$ cat src/rtl/lru_pkg.sv
package lru_pkg;
  typedef enum logic [1:0] {
    OP_INSERT  = 2'b00,
    OP_REMOVE  = 2'b01,
    OP_DEQUEUE = 2'b10,
    OP_NOP     = 2'b11
  } lru_op_e;
endpackage

$ cat src/rtl/lru_touch_fifo.sv
module lru_touch_fifo #(
  parameter int DEPTH  = 4,
  parameter int IW     = 4,
  parameter int DROP_W = 8
) (
  input  logic              clk_i,
  input  logic              rst_ni,
  input  logic              push_i,
  input  logic [IW-1:0]     push_idx_i,
  input  logic              pop_i,
  output logic              avail_o,
  output logic [IW-1:0]     head_idx_o,
  output logic [DROP_W-1:0] drops_o
);
  localparam int PW = (DEPTH > 1) ? $clog2(DEPTH) : 1;
  localparam int CW = $clog2(DEPTH + 1);
  localparam logic [DROP_W-1:0] DROP_MAX = {DROP_W{1'b1}};

  logic [IW-1:0]     mem_q [DEPTH];
  logic [PW-1:0]     wr_q, wr_n, rd_q, rd_n;
  logic [CW-1:0]     cnt_q, cnt_n;
  logic [DROP_W-1:0] drops_q, drops_n;
  logic              full, do_push, do_pop, en;

  assign full       = (cnt_q == CW'(DEPTH));
  assign do_pop     = pop_i && (cnt_q != '0);
  assign do_push    = push_i && !full;
  assign avail_o    = (cnt_q != '0);
  assign head_idx_o = mem_q[rd_q];
  assign drops_o    = drops_q;
  assign en         = push_i || do_pop;

  always_comb begin
    wr_n    = wr_q;
    rd_n    = rd_q;
    cnt_n   = cnt_q;
    drops_n = drops_q;
    if (do_push) wr_n = (wr_q == PW'(DEPTH - 1)) ? '0 : wr_q + PW'(1);
    if (do_pop)  rd_n = (rd_q == PW'(DEPTH - 1)) ? '0 : rd_q + PW'(1);
    if (do_push && !do_pop) cnt_n = cnt_q + CW'(1);
    else if (!do_push && do_pop) cnt_n = cnt_q - CW'(1);
    if (push_i && full && drops_q != DROP_MAX) drops_n = drops_q + DROP_W'(1);
  end

  always_ff @(posedge clk_i or negedge rst_ni) begin
    if (!rst_ni) begin
      wr_q    <= '0;
      rd_q    <= '0;
      cnt_q   <= '0;
      drops_q <= '0;
    end else if (en) begin
      wr_q    <= wr_n;
      rd_q    <= rd_n;
      cnt_q   <= cnt_n;
      drops_q <= drops_n;
    end
  end

  always_ff @(posedge clk_i) begin
    if (do_push) mem_q[wr_q] <= push_idx_i;
  end

  AST_DROP_ON_FULL: assert property (@(posedge clk_i) disable iff (!rst_ni)
    (push_i && full && drops_q != DROP_MAX) |=> (drops_o == $past(drops_o) + DROP_W'(1))) else $error("drop");
  AST_FIFO_BOUND: assert property (@(posedge clk_i) disable iff (!rst_ni)
    cnt_q <= CW'(DEPTH)) else $error("bound");
endmodule

$ cat src/rtl/lru_list_core.sv
module lru_list_core
  import lru_pkg::*;
#(
  parameter int N  = 16,
  parameter int IW = 4
) (
  input  logic          clk_i,
  input  logic          rst_ni,
  input  logic          cmd_valid_i,
  input  lru_op_e       cmd_op_i,
  input  logic [IW-1:0] cmd_idx_i,
  input  logic          touch_avail_i,
  input  logic [IW-1:0] touch_idx_i,
  output logic          touch_take_o,
  output logic          rsp_valid_o,
  output logic          rsp_hit_o,
  output logic [IW-1:0] rsp_idx_o
);
  localparam int CW = $clog2(N + 1);

  logic [IW-1:0] mru_q [N];
  logic [IW-1:0] lru_q [N];
  logic [IW-1:0] mru_n [N];
  logic [IW-1:0] lru_n [N];
  logic [N-1:0]  mem_q, mem_n;
  logic [IW-1:0] head_q, head_n, tail_q, tail_n;
  logic [CW-1:0] cnt_q, cnt_n;
  logic          rv_q, rh_q, rh_n;
  logic [IW-1:0] ri_q;
  logic [IW-1:0] tgt, p_i, n_i;
  logic          do_unlink, do_link, is_deq, en;

  assign touch_take_o = touch_avail_i && !cmd_valid_i;
  assign is_deq       = cmd_valid_i && (cmd_op_i == OP_DEQUEUE);
  assign en           = cmd_valid_i || touch_take_o;
  assign tgt          = cmd_valid_i ? (is_deq ? tail_q : cmd_idx_i) : touch_idx_i;

  always_comb begin
    do_unlink = 1'b0;
    do_link   = 1'b0;
    if (cmd_valid_i) begin
      case (cmd_op_i)
        OP_INSERT:  do_link   = !mem_q[tgt];
        OP_REMOVE:  do_unlink = mem_q[tgt];
        OP_DEQUEUE: do_unlink = (cnt_q != '0);
        default:    ;
      endcase
    end else if (touch_take_o && mem_q[tgt] && head_q != tgt) begin
      do_unlink = 1'b1;
      do_link   = 1'b1;
    end
  end

  always_comb begin
    mru_n  = mru_q;
    lru_n  = lru_q;
    mem_n  = mem_q;
    head_n = head_q;
    tail_n = tail_q;
    cnt_n  = cnt_q;
    rh_n   = (cnt_q != '0);
    p_i    = mru_q[tgt];
    n_i    = lru_q[tgt];
    if (do_unlink) begin
      if (head_q == tgt) head_n = n_i; else lru_n[p_i] = n_i;
      if (tail_q == tgt) tail_n = p_i; else mru_n[n_i] = p_i;
      mem_n[tgt] = 1'b0;
      cnt_n      = cnt_q - CW'(1);
    end
    if (do_link) begin
      lru_n[tgt] = head_n;
      mru_n[tgt] = tgt;
      if (cnt_n == '0) tail_n = tgt; else mru_n[head_n] = tgt;
      head_n     = tgt;
      mem_n[tgt] = 1'b1;
      cnt_n      = cnt_n + CW'(1);
    end
  end

  always_ff @(posedge clk_i or negedge rst_ni) begin
    if (!rst_ni) begin
      for (int i = 0; i < N; i++) begin
        mru_q[i] <= '0;
        lru_q[i] <= '0;
      end
      mem_q  <= '0;
      head_q <= '0;
      tail_q <= '0;
      cnt_q  <= '0;
    end else if (en) begin
      mru_q  <= mru_n;
      lru_q  <= lru_n;
      mem_q  <= mem_n;
      head_q <= head_n;
      tail_q <= tail_n;
      cnt_q  <= cnt_n;
    end
  end

  always_ff @(posedge clk_i or negedge rst_ni) begin
    if (!rst_ni) begin
      rv_q <= 1'b0;
      rh_q <= 1'b0;
      ri_q <= '0;
    end else begin
      rv_q <= is_deq;
      if (is_deq) begin
        rh_q <= rh_n;
        ri_q <= tail_q;
      end
    end
  end

  assign rsp_valid_o = rv_q;
  assign rsp_hit_o   = rh_q;
  assign rsp_idx_o   = ri_q;

  AST_COUNT_MATCH: assert property (@(posedge clk_i) disable iff (!rst_ni)
    $countones(mem_q) == int'(cnt_q)) else $error("count");
  AST_ENDS_LISTED: assert property (@(posedge clk_i) disable iff (!rst_ni)
    (cnt_q != '0) |-> (mem_q[head_q] && mem_q[tail_q])) else $error("ends");
  AST_SINGLE_ENDS: assert property (@(posedge clk_i) disable iff (!rst_ni)
    (cnt_q == CW'(1)) |-> (head_q == tail_q)) else $error("single");
  AST_DEQ_ANSWER: assert property (@(posedge clk_i) disable iff (!rst_ni)
    is_deq |=> rsp_valid_o) else $error("answer");
  AST_DEQ_EMPTY: assert property (@(posedge clk_i) disable iff (!rst_ni)
    (is_deq && cnt_q == '0) |=> !rsp_hit_o) else $error("empty");
  AST_HEAD_TOUCH: assert property (@(posedge clk_i) disable iff (!rst_ni)
    (touch_take_o && cnt_q != '0 && head_q == touch_idx_i) |=> ($stable(head_q) && $stable(tail_q))) else $error("head");
  AST_CMD_BLOCKS_TOUCH: assert property (@(posedge clk_i) disable iff (!rst_ni)
    cmd_valid_i |-> !touch_take_o) else $error("prio");
endmodule

$ cat src/rtl/lru_chunk_list.sv
module lru_chunk_list
  import lru_pkg::*;
#(
  parameter int N_CHUNKS   = 16,
  parameter int FIFO_DEPTH = 4,
  parameter int DROP_W     = 8,
  localparam int IW        = $clog2(N_CHUNKS)
) (
  input  logic              clk_i,
  input  logic              rst_ni,
  input  logic              touch_valid_i,
  input  logic [IW-1:0]     touch_idx_i,
  input  logic              cmd_valid_i,
  input  logic [1:0]        cmd_op_i,
  input  logic [IW-1:0]     cmd_idx_i,
  output logic              rsp_valid_o,
  output logic              rsp_hit_o,
  output logic [IW-1:0]     rsp_idx_o,
  output logic [DROP_W-1:0] touch_drops_o
);
  logic          q_avail, q_take;
  logic [IW-1:0] q_idx;

  lru_touch_fifo #(.DEPTH(FIFO_DEPTH), .IW(IW), .DROP_W(DROP_W)) fifo_i (
    .clk_i      (clk_i),
    .rst_ni     (rst_ni),
    .push_i     (touch_valid_i),
    .push_idx_i (touch_idx_i),
    .pop_i      (q_take),
    .avail_o    (q_avail),
    .head_idx_o (q_idx),
    .drops_o    (touch_drops_o)
  );

  lru_list_core #(.N(N_CHUNKS), .IW(IW)) core_i (
    .clk_i         (clk_i),
    .rst_ni        (rst_ni),
    .cmd_valid_i   (cmd_valid_i),
    .cmd_op_i      (lru_op_e'(cmd_op_i)),
    .cmd_idx_i     (cmd_idx_i),
    .touch_avail_i (q_avail),
    .touch_idx_i   (q_idx),
    .touch_take_o  (q_take),
    .rsp_valid_o   (rsp_valid_o),
    .rsp_hit_o     (rsp_hit_o),
    .rsp_idx_o     (rsp_idx_o)
  );
endmodule

$ cat config.mk
export PLATFORM = sky130hd
export DESIGN_NAME = lru_chunk_list
export DESIGN_NICKNAME = d
export VERILOG_FILES = /design/src/rtl/lru_pkg.sv /design/src/rtl/lru_touch_fifo.sv /design/src/rtl/lru_list_core.sv /design/src/rtl/lru_chunk_list.sv
export SDC_FILE = /design/constraint.sdc
export NUM_CORES = 1
export LEC_CHECK = 0
export BUFFER_PORTS_ARGS = -buffer_cell sky130_fd_sc_hd__clkbuf_2
export CAP_MARGIN = 20
export CORE_MARGIN = 2
export CORE_UTILIZATION = 45
export CTS_CLUSTER_SIZE = 12
export DETAILED_ROUTE_END_ITERATION = 6
export MAX_ROUTING_LAYER = met4
export PLACE_DENSITY = 0.68
export SETUP_SLACK_MARGIN = 0.05
export SLEW_MARGIN = 20
export SYNTH_ARGS = -nofsm -noshare
export SYNTH_HDL_FRONTEND = slang
export SYNTH_SLANG_ARGS = --single-unit
$ cat constraint.sdc
create_clock -name clk_i -period 5.8 [get_ports clk_i]
set_clock_uncertainty 0.05 [all_clocks]
set_input_delay 0.87 -clock clk_i [delete_from_list [all_inputs] [get_ports clk_i]]
set_output_delay 0.87 -clock clk_i [all_outputs]
set_load 0.1 [all_outputs]
# After elaboration in Yosys (flattened, before gate mapping)
# Memories as Yosys holds them, arrays and structs flattened.
# Cells that the tools add are included.
dict set report totals {
  mem_count 1
  mem_bits_rw 16
  inputBits 14
  output_inout_bits 14
  elab_cells 162
  register_bits 178
}
dict set report classes {
  reduce_logical 31
  muxes 54
  magnitude_cmp 10
  eq_ne 9
  add_sub_neg 7
  bitwise_logic 7
}
# memory depth word_bits read_ports rd_clocked_by_memory_dff write_ports line
set mem_list {}
lappend mem_list {fifo_i.mem_q 4 4 1 0 1 lru_touch_fifo.sv:19} ;# logic [IW-1:0] mem_q [DEPTH];
# cell count
set ops {}
lappend ops {{$mux W64} 7}
lappend ops {{$bwmux W64} 5}
lappend ops {{$mux W4} 17}
lappend ops {{$demux W4 S4} 4}
lappend ops {{$bmux W4 S4} 2}
lappend ops {{$mux W16} 2}
lappend ops {{$ge A5 B5 Y1 const B} 4}
lappend ops {{$lt A5 B1 Y1 const B} 4}
lappend ops {{$not A4 Y5} 4}
lappend ops {{$and A16 B16 Y16} 1}
lappend ops {{$not A16 Y16} 1}
lappend ops {{$or A16 B16 Y16} 1}
lappend ops {{$logic_and A1 B1 Y1} 15}
lappend ops {{$mux W5} 2}
lappend ops {{$add A8 B1 Y8 const B} 1}
lappend ops {{$eq A4 B4 Y1} 2}
lappend ops {{$mux W1} 8}
lappend ops {{$ne A8 B8 Y1 const B} 1}
lappend ops {{$reduce_and A2 Y1} 4}
lappend ops {{$eq A2 B2 Y1 const B} 3}
lappend ops {{$mux W3} 2}
lappend ops {{$add A5 B1 Y5 const B} 1}
lappend ops {{$logic_not A1 Y1} 5}
lappend ops {{$logic_not A5 Y1} 1}
lappend ops {{18 further kinds} 21}

# Logic depth before layout (Yosys ltp)
# Gate-level depths: netlist (run 1).
dict set report depth {
  word_depth 20
  ltp_mapped 18
  mapped_depth_nobuf 13
}

# Modules after synthesis
# Synthesis (run 1) repeated with hierarchy kept, for this count alone.
dict set report hier_totals {
  cells_unflattened 1018
  hier_area_um2 11746.3
}
# mod seq_area_each_um2 instances area_each_um2 cells_per_inst
set by_module_without_submodules {}
lappend by_module_without_submodules {lru_list_core 4078.9 1 10324.9 919}
lappend by_module_without_submodules {lru_touch_fifo 855.8 1 1421.4 99}

# Least setup slack after synthesis (run 1)
# Ideal clock, no wire load.
dict set report synth_path {
  path_type {input to register}
  startpoint {input port cmd_op_i[0]}
  endpoint {register core_i.mru_q[31] (netlist bit)}
  arrival_ns 4.358
  slack_ns 1.265
  n_path_buf 1
  setup_time_ns 0.126
  required_time_ns 5.624
  stages 13
  path_cell_list {inv_1 ha_1 mux2_2 a22oi_2 nand2_2 buf_4 mux4_2 a22oi_1 o221ai_1 or2_2 nor2_1 mux2_2 o2bb2a_1}
}
dict set report synth_via {
  elab_chain_len 20
  elab_cells_between_ends 54
  cone_classes {6 x order compare; 5 x eq/ne; 31 x mux; 3 x bitwise; 9 x reduce/logical}
}
# item line
set synth_lines {}
lappend synth_lines {{from (decl)} lru_chunk_list.sv:14} ;# input logic [1:0] cmd_op_i,
lappend synth_lines {{$eq A2 B2 Y1} {lru_list_core.sv:34, lru_list_core.sv:42}}
lappend synth_lines {{$logic_and A1 B1 Y1} lru_list_core.sv:34} ;# assign is_deq = cmd_valid_i && (cmd_op_i == OP_DEQUEUE);
lappend synth_lines {{$mux W4 (2 in series)} lru_list_core.sv:36} ;# assign tgt = cmd_valid_i ? (is_deq ? tail_q : cmd_idx_i) : touch_idx_i;
lappend synth_lines {{$not A4 Y5 (not written as such)} {lru_list_core.sv:62, lru_list_core.sv:63, lru_list_core.sv:72}}
lappend synth_lines {{$bmux W4 S4} lru_list_core.sv:63} ;# n_i = lru_q[tgt];
lappend synth_lines {{$mux W4 (not written as such) (2 in series)} lru_list_core.sv:63}
lappend synth_lines {{$not A4 Y5 (not written as such)} lru_list_core.sv:66} ;# if (tail_q == tgt) tail_n = p_i; else mru_n[n_i] = p_i;
lappend synth_lines {{$ge A5 B5 Y1 (not written as such) / $lt A5 B1 Y1 (equally long branches)} lru_list_core.sv:66}
lappend synth_lines {{(+2 left out)} -}
lappend synth_lines {{$demux W4 S4} lru_list_core.sv:66}
lappend synth_lines {{$bwmux W64} lru_list_core.sv:66}
lappend synth_lines {{$mux W64} lru_list_core.sv:66}
lappend synth_lines {{$mux W64} lru_list_core.sv:64} ;# if (do_unlink) begin
lappend synth_lines {{$bwmux W64} lru_list_core.sv:72} ;# mru_n[tgt] = tgt;
lappend synth_lines {{$bwmux W64} lru_list_core.sv:73} ;# if (cnt_n == '0) tail_n = tgt; else mru_n[head_n] = tgt;
lappend synth_lines {{$mux W64} lru_list_core.sv:73}
lappend synth_lines {{$mux W64 *} lru_list_core.sv:70} ;# if (do_link) begin
lappend synth_lines {{to (signal assigned)} lru_list_core.sv:91} ;# mru_q <= mru_n;
lappend synth_lines {{to (decl)} lru_list_core.sv:21} ;# logic [IW-1:0] mru_q [N];
# Every way passes the cells marked *; elsewhere a longest branch is shown, timed or not. The select of a mux whose other input is x is not followed.
# A chain may end at the register's enable or synchronous reset.

# Worst setup path after layout (run 1)
dict set report layout_path {
  startpoint {input port cmd_op_i[0]}
  endpoint {register core_i.mru_q[32] (netlist bit)}
}
# The elaborated chain is that of the path after synthesis.

==> results of run 1 <==
==> metal layers <==
metal | global-route usage (%) | routed length [microns] | up-vias
li1 | - | - | 4196
met1 | 37.6 | 14600 | 4642
met2 | 41.7 | 15400 | 523
met3 | 5.34 | 2970 | 117
met4 | 10.4 | 1300 | 0
met5 | - | 0 | -
==> registers in the layout, indices dropped and copies added (netlist names) <==
register            count
fifo_i.cnt_q            3
core_i.tail_q           4
core_i.mem_q           16
core_i.mru_q           64
core_i.cnt_q            5
core_i.head_q           4
fifo_i.mem_q           16
core_i.lru_q           64
fifo_i.wr_q             2
fifo_i.drops_o          8
core_i.rsp_idx_o        4
core_i.rsp_hit_o        1
fifo_i.rd_q             2
core_i.rsp_valid_o      1
==> cell usage after synthesis, types with 7 or more instances <==
cell / count / share of area, %
nand2_1: 120 / 4.0
and3_1: 10 / 0.56
clkbuf_1: 37 / 1.2
nand4_1: 8 / 0.45
dfrtp_1: 178 / 40
nand2b_1: 15 / 0.84
ha_1: 11 / 1.2
mux2i_1: 119 / 11
and2_1: 11 / 0.61
a22oi_1: 22 / 1.5
edfxtp_1: 16 / 4.3
a21oi_1: 28 / 1.3
inv_1: 17 / 0.57
or2_2: 8 / 0.45
nor3_1: 12 / 0.54
nand3_1: 23 / 1.0
xnor2_1: 18 / 1.4
o22ai_1: 46 / 2.6
o221ai_1: 44 / 3.4
mux4_2: 16 / 3.2
buf_2: 11 / 0.49
o22a_1: 7 / 0.55
o21ai_0: 90 / 4.0
nor2b_1: 8 / 0.45
mux2_2: 40 / 4.0
a21o_1: 7 / 0.47
nor2_1: 76 / 2.5
==> worst max-delay path, stage by stage <==
cell      delay, ns
clkbuf_2       0.10
inv_1          0.08
ha_1           0.30
mux2_2         0.44
mux2i_4        0.20
buf_4          0.30
xnor2_1        0.12
a221oi_2       0.19
nand4_1        0.36
a21boi_0       0.46
o21a_1         0.44
mux2i_2        0.59
nor3_2         0.20
a21boi_0       0.47
a22oi_1        0.15
==> final cells by class <==
cell class / count / area [sq um] / area share [%]
Multi-Input combinational cell: 830 / 5940 / 47.8
Sequential cell: 194 / 4930 / 39.6
Timing Repair Buffer: 79 / 532 / 4.27
Clock buffer: 18 / 439 / 3.53
Tap cell: 324 / 405 / 3.26
Clock inverter: 13 / 125 / 1.01
Inverter: 18 / 67.6 / 0.543
==> worst paths after layout <==
check,end,cells after the start
max,core_i.mru_q[32],15
max reg2reg,core_i.mru_q[32],12
min,fifo_i.drops_o[1],1
max in group asynchronous,core_i.lru_q[48],2
min reg2reg,core_i.rsp_hit_o,2
min in group clk_i,core_i.rsp_hit_o,2
==> per-stage QoR <==
stage	power, mW	util (%)	std cells
after floorplan	5.09	-	1099
after global placement	6.36	48.7	1445
after detailed placement	6.41	48.7	1445
after CTS	7.61	51.0	1476
after global routing	8.13	51.0	1476
final	7.71	51.0	1476
==> where the power goes <==
group / switching [mW] / leakage, nW / internal [mW]
clock network: 0.570 / 0.280 / 0.611
logic: 2.66 / 2.38 / 1.53
registers: 0.403 / 2.39 / 1.93
==> kinds of logic (layout without fill, tap and decap cells) <==
kind of cell               count (synthesis)  count (layout)
and+or+nand+nor                          319             319
buffers and inverters                     75             128
muxes                                    178             178
adders and majority gates                 12              12
AOI/OAI and AO/OA                        297             297
xor gates and xnor gates                  24              24
DFF                                      194             194
==> cell usage in the layout (no fill, tap or decap), drive strengths merged, types with 4 or more instances in the layout <==
master / instances
dfrtp: 178
mux2i: 122
nand2: 121
o21ai: 96
nor2: 76
buf: 53
o22ai: 46
o221ai: 44
clkbuf: 44
mux2: 40
a21oi: 28
nand3: 23
a22oi: 23
inv: 23
xnor2: 18
mux4: 16
edfxtp: 16
nand2b: 15
nor3: 14
and2: 13
ha: 11
and3: 10
nand4: 8
or2: 8
nor2b: 8
o22a: 7
a21o: 7
o21a: 6
xor2: 6
a31oi: 6
or3: 6
clkinv: 6
a311oi: 5
a21boi: 5
or4: 4
o2bb2ai: 4
==> summary.md, run 1 <==
| Metric | Value |
|---|---|
| Initial DRT Pass Iterations | 6 |
| Final WS setup | 0.767 ns |
| Starting Density | 45.9% |
| Final WL | 34300 microns |
| Final Hold Vio Count | 0 |
| Final period utilization | 86.8% |
| Hold_buf cts | 0 |
| Global Route Usage Sum | 27.8% |
| H-tree depth | 4 |
| Synth Area in Adders | 1.41% |
| Largest family of logic cells by synthesized area | multiplexers |
| Synthesized area | 11200 sq um |
| DR WL/cell | 23.3 microns |
| Max_cap viols | 0 |
| Gr ovfl total | 0 |
| Yosys warning count | 0 |
| Placeable Area | 24400 sq um |
| Synth Register Bits | 194 |
| CTS tree | done |
| Fraction of registers with async set or reset after synthesis | 91.8% |
| I/O Pins | 28 |
| Final setup viols | 0 |
| Postcts setup bufs | 0 |
| Slew Limit Headroom | 25.4% |
| CP endpoint kind | flop |
| RSZ-0062 raised after global routing | no |
| R2R Setup Slk | 0.84 ns |
| Critical Path Start Type | primary input |
| Area delta synth->final | 11.2% |
| Vias per inst | 6.42 |
| Post-synthesis simple-gate area fraction | 13.4% |
| Worst-Skew Late Latency | 0.44 ns |
| Worst vdd rail ir drop | 0.308 mV |
| Cell variety after synth | 71 |
| Least-Margin Pin Slew | 1.11 ns |
| Row Count | 57 |
| Gpl congestion | 1.02 |
| First-pass GRT wire length | 54700 microns |
| Post-CTS Resized | 0 |
| Layout cells sized above 1 | 16.7% |
| Crit path from | cmd_op_i[0] |
| Status | finished, final reports clean |
| Setup_tns | 0 ns |
| Hold crit path type | primary input to async pin |
| # DRC | 0 |
| Layout net count | 1166 |
| Fin area | 12400 sq um |
| Arr. time, crit path | 5.28 ns |
| FILL cells | 2182 |
| Hold WS | 0.385 ns |
| DP Area | 11900 sq um |
| Dpl ws | 0.424 ns |
| Compound-Gate Fraction of Synth Area | 17.9% |
| Slew Limit Fails | 0 |
| CTS clock-pin slew for the worst setup and hold paths | 0.07 ns |
| Die X | 162 microns |
| EDFF count, synth | 16 |
| Number of global-route vias before repair | 9413 |
| XOR/XNOR Fraction of Synth Area | 1.88% |
| Avg Synthesized Cell Area | 10.2 sq um |
| Die area | 26200 sq um |
| Via Count | 9478 |
| # clock sinks | 194 |
| Antenna-violating nets left | 0 |
| Multiplexer share of the synthesized area | 18.3% |
| Syn Nets | 1125 |
| Diodes inserted | 0 |
| CTS root buf | clkbuf_16 |
| Max Buffers Root-to-Sink | 2 |
| Most used DFF post-synth | dfrtp_1 |
| Register area share after synthesis | 44.1% |
| Die Y | 162 microns |
| Starting DRT DRC Count | 1216 |
| Antenna violations before repair | 0 |
| Power Density | 619 nW/um^2 |
| Worst Path Required | 6.04 ns |
| Min cycle time layout | 5.03 ns |
| Critical path class | primary input to flop |
| Pin count of the biggest net entering global routing | 74 |
| Static Leak | 5.05 nW |
| Post-DP HPWL | 24500 microns |
| Fmax achieved | 0.199 GHz |
| TritonCTS Buffers | 17 |
| Crit-path max FO | 15 |
| IO Port Bufs | 27 |
| RR Startpoint | fifo_i.rd_q[0] |
| Gate Count Post-Synth | 1099 |
No activity file was read; power rests on OpenSTA's default activity.
==> run 2: changes to the inputs <==
--- a/config.mk
+++ b/config.mk
@@ -5,6 +5,7 @@
 export SDC_FILE = /design/constraint.sdc
 export NUM_CORES = 1
 export LEC_CHECK = 0
+export ABC_AREA = 1
 export BUFFER_PORTS_ARGS = -buffer_cell sky130_fd_sc_hd__clkbuf_2
 export CAP_MARGIN = 20
 export CORE_MARGIN = 2
@@ -12,7 +13,7 @@
 export CTS_CLUSTER_SIZE = 12
 export DETAILED_ROUTE_END_ITERATION = 6
 export MAX_ROUTING_LAYER = met4
-export PLACE_DENSITY = 0.68
+export PLACE_DENSITY = 0.58
 export SETUP_SLACK_MARGIN = 0.05
 export SLEW_MARGIN = 20
 export SYNTH_ARGS = -nofsm -noshare
==> summary.md, run 2 <==
| Metric | Value |
|---|---|
| Fraction of registers with async set or reset after synthesis | 91.8% (unchanged) |
| DR WL/cell | 18.7 microns (was 23.3 microns) |
| Postcts setup bufs | 0 (unchanged) |
| Biggest regs | core_i.lru_q (64), core_i.mru_q (64) (unchanged) |
| Diodes inserted | 0 (unchanged) |
| First-pass GRT wire length | 92800 microns (was 54700 microns) |
| Die Y | 192 microns (was 162 microns) |
| # DRC | 0 (unchanged) |
| Hold crit path type | primary input to async pin (unchanged) |
| I/O Pins | 28 (unchanged) |
| Cell variety after synth | 37 (was 71) |
| Arr. time, crit path | 5.14 ns (was 5.28 ns) |
| Starting Density | 45.9% (about the same) |
| RSZ-0062 raised after global routing | no (unchanged) |
| Worst vdd rail ir drop | 0.476 mV (was 0.308 mV) |
| Gpl congestion | 0.980 (was 1.02) |
| Initial DRT Pass Iterations | 6 (unchanged) |
| Least-Margin Pin Slew | 0.976 ns (was 1.11 ns) |
| EDFF count, synth | 16 (unchanged) |
| Post-synthesis simple-gate area fraction | 47.2% (was 13.4%) |
| Max_cap viols | 0 (unchanged) |
| Worst-Skew Late Latency | 0.47 ns (was 0.44 ns) |
| IO Port Bufs | 27 (unchanged) |
| Antenna violations before repair | 0 (unchanged) |
| Min cycle time layout | 4.78 ns (was 5.03 ns) |
| Fmax achieved | 0.209 GHz (was 0.199 GHz) |
| Gate Count Post-Synth | 2736 (was 1099) |
| FILL cells | 3698 (was 2182) |
| Setup_tns | 0 ns (unchanged) |
| Slew Limit Fails | 0 (unchanged) |
| CTS tree | done (unchanged) |
| Pin count of the biggest net entering global routing | 91 (was 74) |
| Combinational Power Share | 66.0% (was 54.4%) |
| Yosys warning count | 0 (unchanged) |
| Total power | 10.7 mW (was 7.71 mW) |
| Commonest non-fill, non-tap cell in the layout | nand2_1 (was dfrtp_1) |
| Number of global-route vias before repair | 15.9k (was 9413) |
| Final setup viols | 0 (unchanged) |
| Synth Area in Adders | 0.989% (was 1.41%) |
| Internal Power | 4.49 mW (was 4.08 mW) |
| CTS root buf | clkbuf_16 (unchanged) |
| Most frequent cell after synthesis | nand2_1 (was dfrtp_1) |
| Switching share of power | 57.9% (was 47.1%) |
| Crit-path max FO | 21 (was 15) |
| Slew Limit Headroom | 34.7% (was 25.4%) |
| Switching power | 6.17 mW (was 3.63 mW) |
| Final WL | 59300 microns (was 34300 microns) |
| TritonCTS Buffers | 17 (unchanged) |
| H-tree depth | 4 (unchanged) |
| Hold_buf cts | 0 (unchanged) |
| Post-DP HPWL | 39600 microns (was 24500 microns) |
| Largest family of logic cells by synthesized area | simple AND/OR/NAND/NOR gates (was multiplexers) |
| CTS clock-pin slew for the worst setup and hold paths | 0.08 ns (was 0.07 ns) |
| CP endpoint kind | flop (unchanged) |
| Most frequent cells in the layout | 1528 x nand2_1, 178 x dfrtp_1, 176 x inv_1 (was 178 x dfrtp_1, 120 x nand2_1, 118 x mux2i_1) |
| Dpl ws | 0.611 ns (was 0.424 ns) |
| Final period utilization | 82.5% (was 86.8%) |
| Final Hold Vio Count | 0 (unchanged) |
| Reg power frac | 21.9% (was 30.3%) |
| Die X | 192 microns (was 162 microns) |
| Synth Register Bits | 194 (unchanged) |
| Status | finished, final reports clean (unchanged) |
| Avg Synthesized Cell Area | 5.83 sq um (was 10.2 sq um) |
| Syn Nets | 2762 (was 1125) |
| Synthesized area | 15900 sq um (was 11200 sq um) |
| Final WS setup | 1.02 ns (was 0.767 ns) |
| Multiplexer share of the synthesized area | 0.212% (was 18.3%) |
| XOR/XNOR Fraction of Synth Area | 1.04% (was 1.88%) |
| Starting DRT DRC Count | 1790 (was 1216) |
| Placeable Area | 34700 sq um (was 24400 sq um) |
| Hold WS | 0.388 ns (was 0.385 ns) |
| Via Count | 17.4k (was 9478) |
| Power Density | 625 nW/um^2 (was 619 nW/um^2) |
| Critical Path Start Type | primary input (unchanged) |
| Compound-Gate Fraction of Synth Area | 10.5% (was 17.9%) |
| Critical path class | primary input to flop (unchanged) |
| Row Count | 68 (was 57) |
| Gr ovfl total | 0 (unchanged) |
| # clock sinks | 194 (unchanged) |
| Antenna-violating nets left | 0 (unchanged) |
| Area delta synth->final | 6.94% (was 11.2%) |
| Synth top cells by count | 1530 x nand2_1, 178 x dfrtp_1, 176 x inv_1, 168 x nand3_1, 109 x a21oi_1 (was 178 x dfrtp_1, 120 x nand2_1, 119 x mux2i_1, 90 x o21ai_0, 76 x nor2_1) |
| Static Leak | 9.39 nW (was 5.05 nW) |
| Max Buffers Root-to-Sink | 2 (unchanged) |
| Clock power frac | 12.1% (was 15.3%) |
| Largest area contributor in the netlist | nand2_1 (was dfrtp_1) |
| Worst Path Required | 6.16 ns (was 6.04 ns) |
| Layout cells sized above 1 | 7.36% (was 16.7%) |
| Register area share after synthesis | 30.9% (was 44.1%) |
| Vias per inst | 5.48 (was 6.42) |
| Post-CTS Resized | 0 (unchanged) |
| Global Route Usage Sum | 34.1% (was 27.8%) |
| Layout net count | 2732 (was 1166) |
| Top cell type's share of synthesized area | 36.0% (was 39.8%) |
| Die area | 37000 sq um (was 26200 sq um) |
| Synth area leaders | nand2_1 36%, dfrtp_1 28%, nand3_1 5.3%, inv_1 4.1%, a21oi_1 3.4% (was dfrtp_1 40%, mux2i_1 11%, edfxtp_1 4.3%, mux2_2 4.0%, nand2_1 4.0%) |
| Most used DFF post-synth | dfrtp_1 (unchanged) |
run 2: routing by layer:
layer	GRT usage, %	vias up	share of wire [%]
met4	10.3	0	2.5
met3	4.95	113	8.7
li1	-	8469	-
met5	-	-	0
met1	46.5	8019	45
met2	52.4	796	44
run 2: power by group through the flow:
stage	clock [mW]	sequential (mW)	combinational, mW
global placement	0	2.34	6.81
global route	1.36	2.41	7.79
floorplan	0	2.38	4.77
detailed placement	0	2.35	6.87
CTS	1.32	2.33	6.90
finish	1.29	2.34	7.03
run 2: worst max-delay path, cell delays in order:
cell and delay, ns:
clkbuf_2 0.10, inv_1 0.08, ha_1 0.34, nand2_4 0.14, clkinv_4 0.09, nand2_1 0.07
o211ai_1 0.11, nand2_2 0.09, inv_2 0.39, buf_4 0.29, nand2_1 0.08, nand2_1 0.11
nand2_1 0.07, nand2_1 0.14, nor2_4 0.13, nor2_1 0.77, nand2_1 0.35, o21ai_0 0.24
nand2_1 0.07, nand2_1 0.08, nand2_1 0.06, nand3_1 0.11, nand2_1 0.06, nand2_1 0.06
nand2_1 0.04, nand2_1 0.06, nand2_1 0.04, nand2_1 0.07
run 2: metrics by stage:
step                std cells  cell area, sq um  util, %
floorplan                2736             15900        -
global placement         3142             16400     47.4
detailed placement       3142             16400     47.4
CTS                      3174             17100     49.1
global route             3174             17100     49.1
finish                   3174             17100     49.1
run 2: area by class of cell:
type,count,area (sq um),area share (%)
Clock buffer,17,425,2.49
Clock inverter,15,185,1.09
Sequential cell,194,4930,28.9
Inverter,202,763,4.48
Tap cell,455,569,3.34
Multi-Input combinational cell,2212,9580,56.2
Timing Repair Buffer,79,597,3.50
run 2: worst paths after layout:
kind	from	endpoint	slack, ns	depth (start not counted)
setup / recovery	cmd_op_i[0]	core_i.mru_q[27]	1.02	28
hold / removal	rst_ni	core_i.lru_q[34]	0.39	1
setup reg to reg	fifo_i.rd_q[0]	core_i.lru_q[13]	1.09	24
hold reg to reg	core_i.rsp_idx_o[2]	core_i.rsp_idx_o[2]	0.45	2
max in group asynchronous	rst_ni	core_i.mru_q[56]	4.27	2
min in group clk_i	core_i.rsp_idx_o[2]	core_i.rsp_idx_o[2]	0.45	2
run 2: cell families (layout without fill, tap and decap cells):
kind of cell | after synthesis | after routing
simple gates | 1873 | 1873
compound gates | 305 | 305
buf+inv | 330 | 313
mux | 3 | 3
xor+xnor | 19 | 19
fa+ha+maj | 12 | 12
flops | 194 | 194
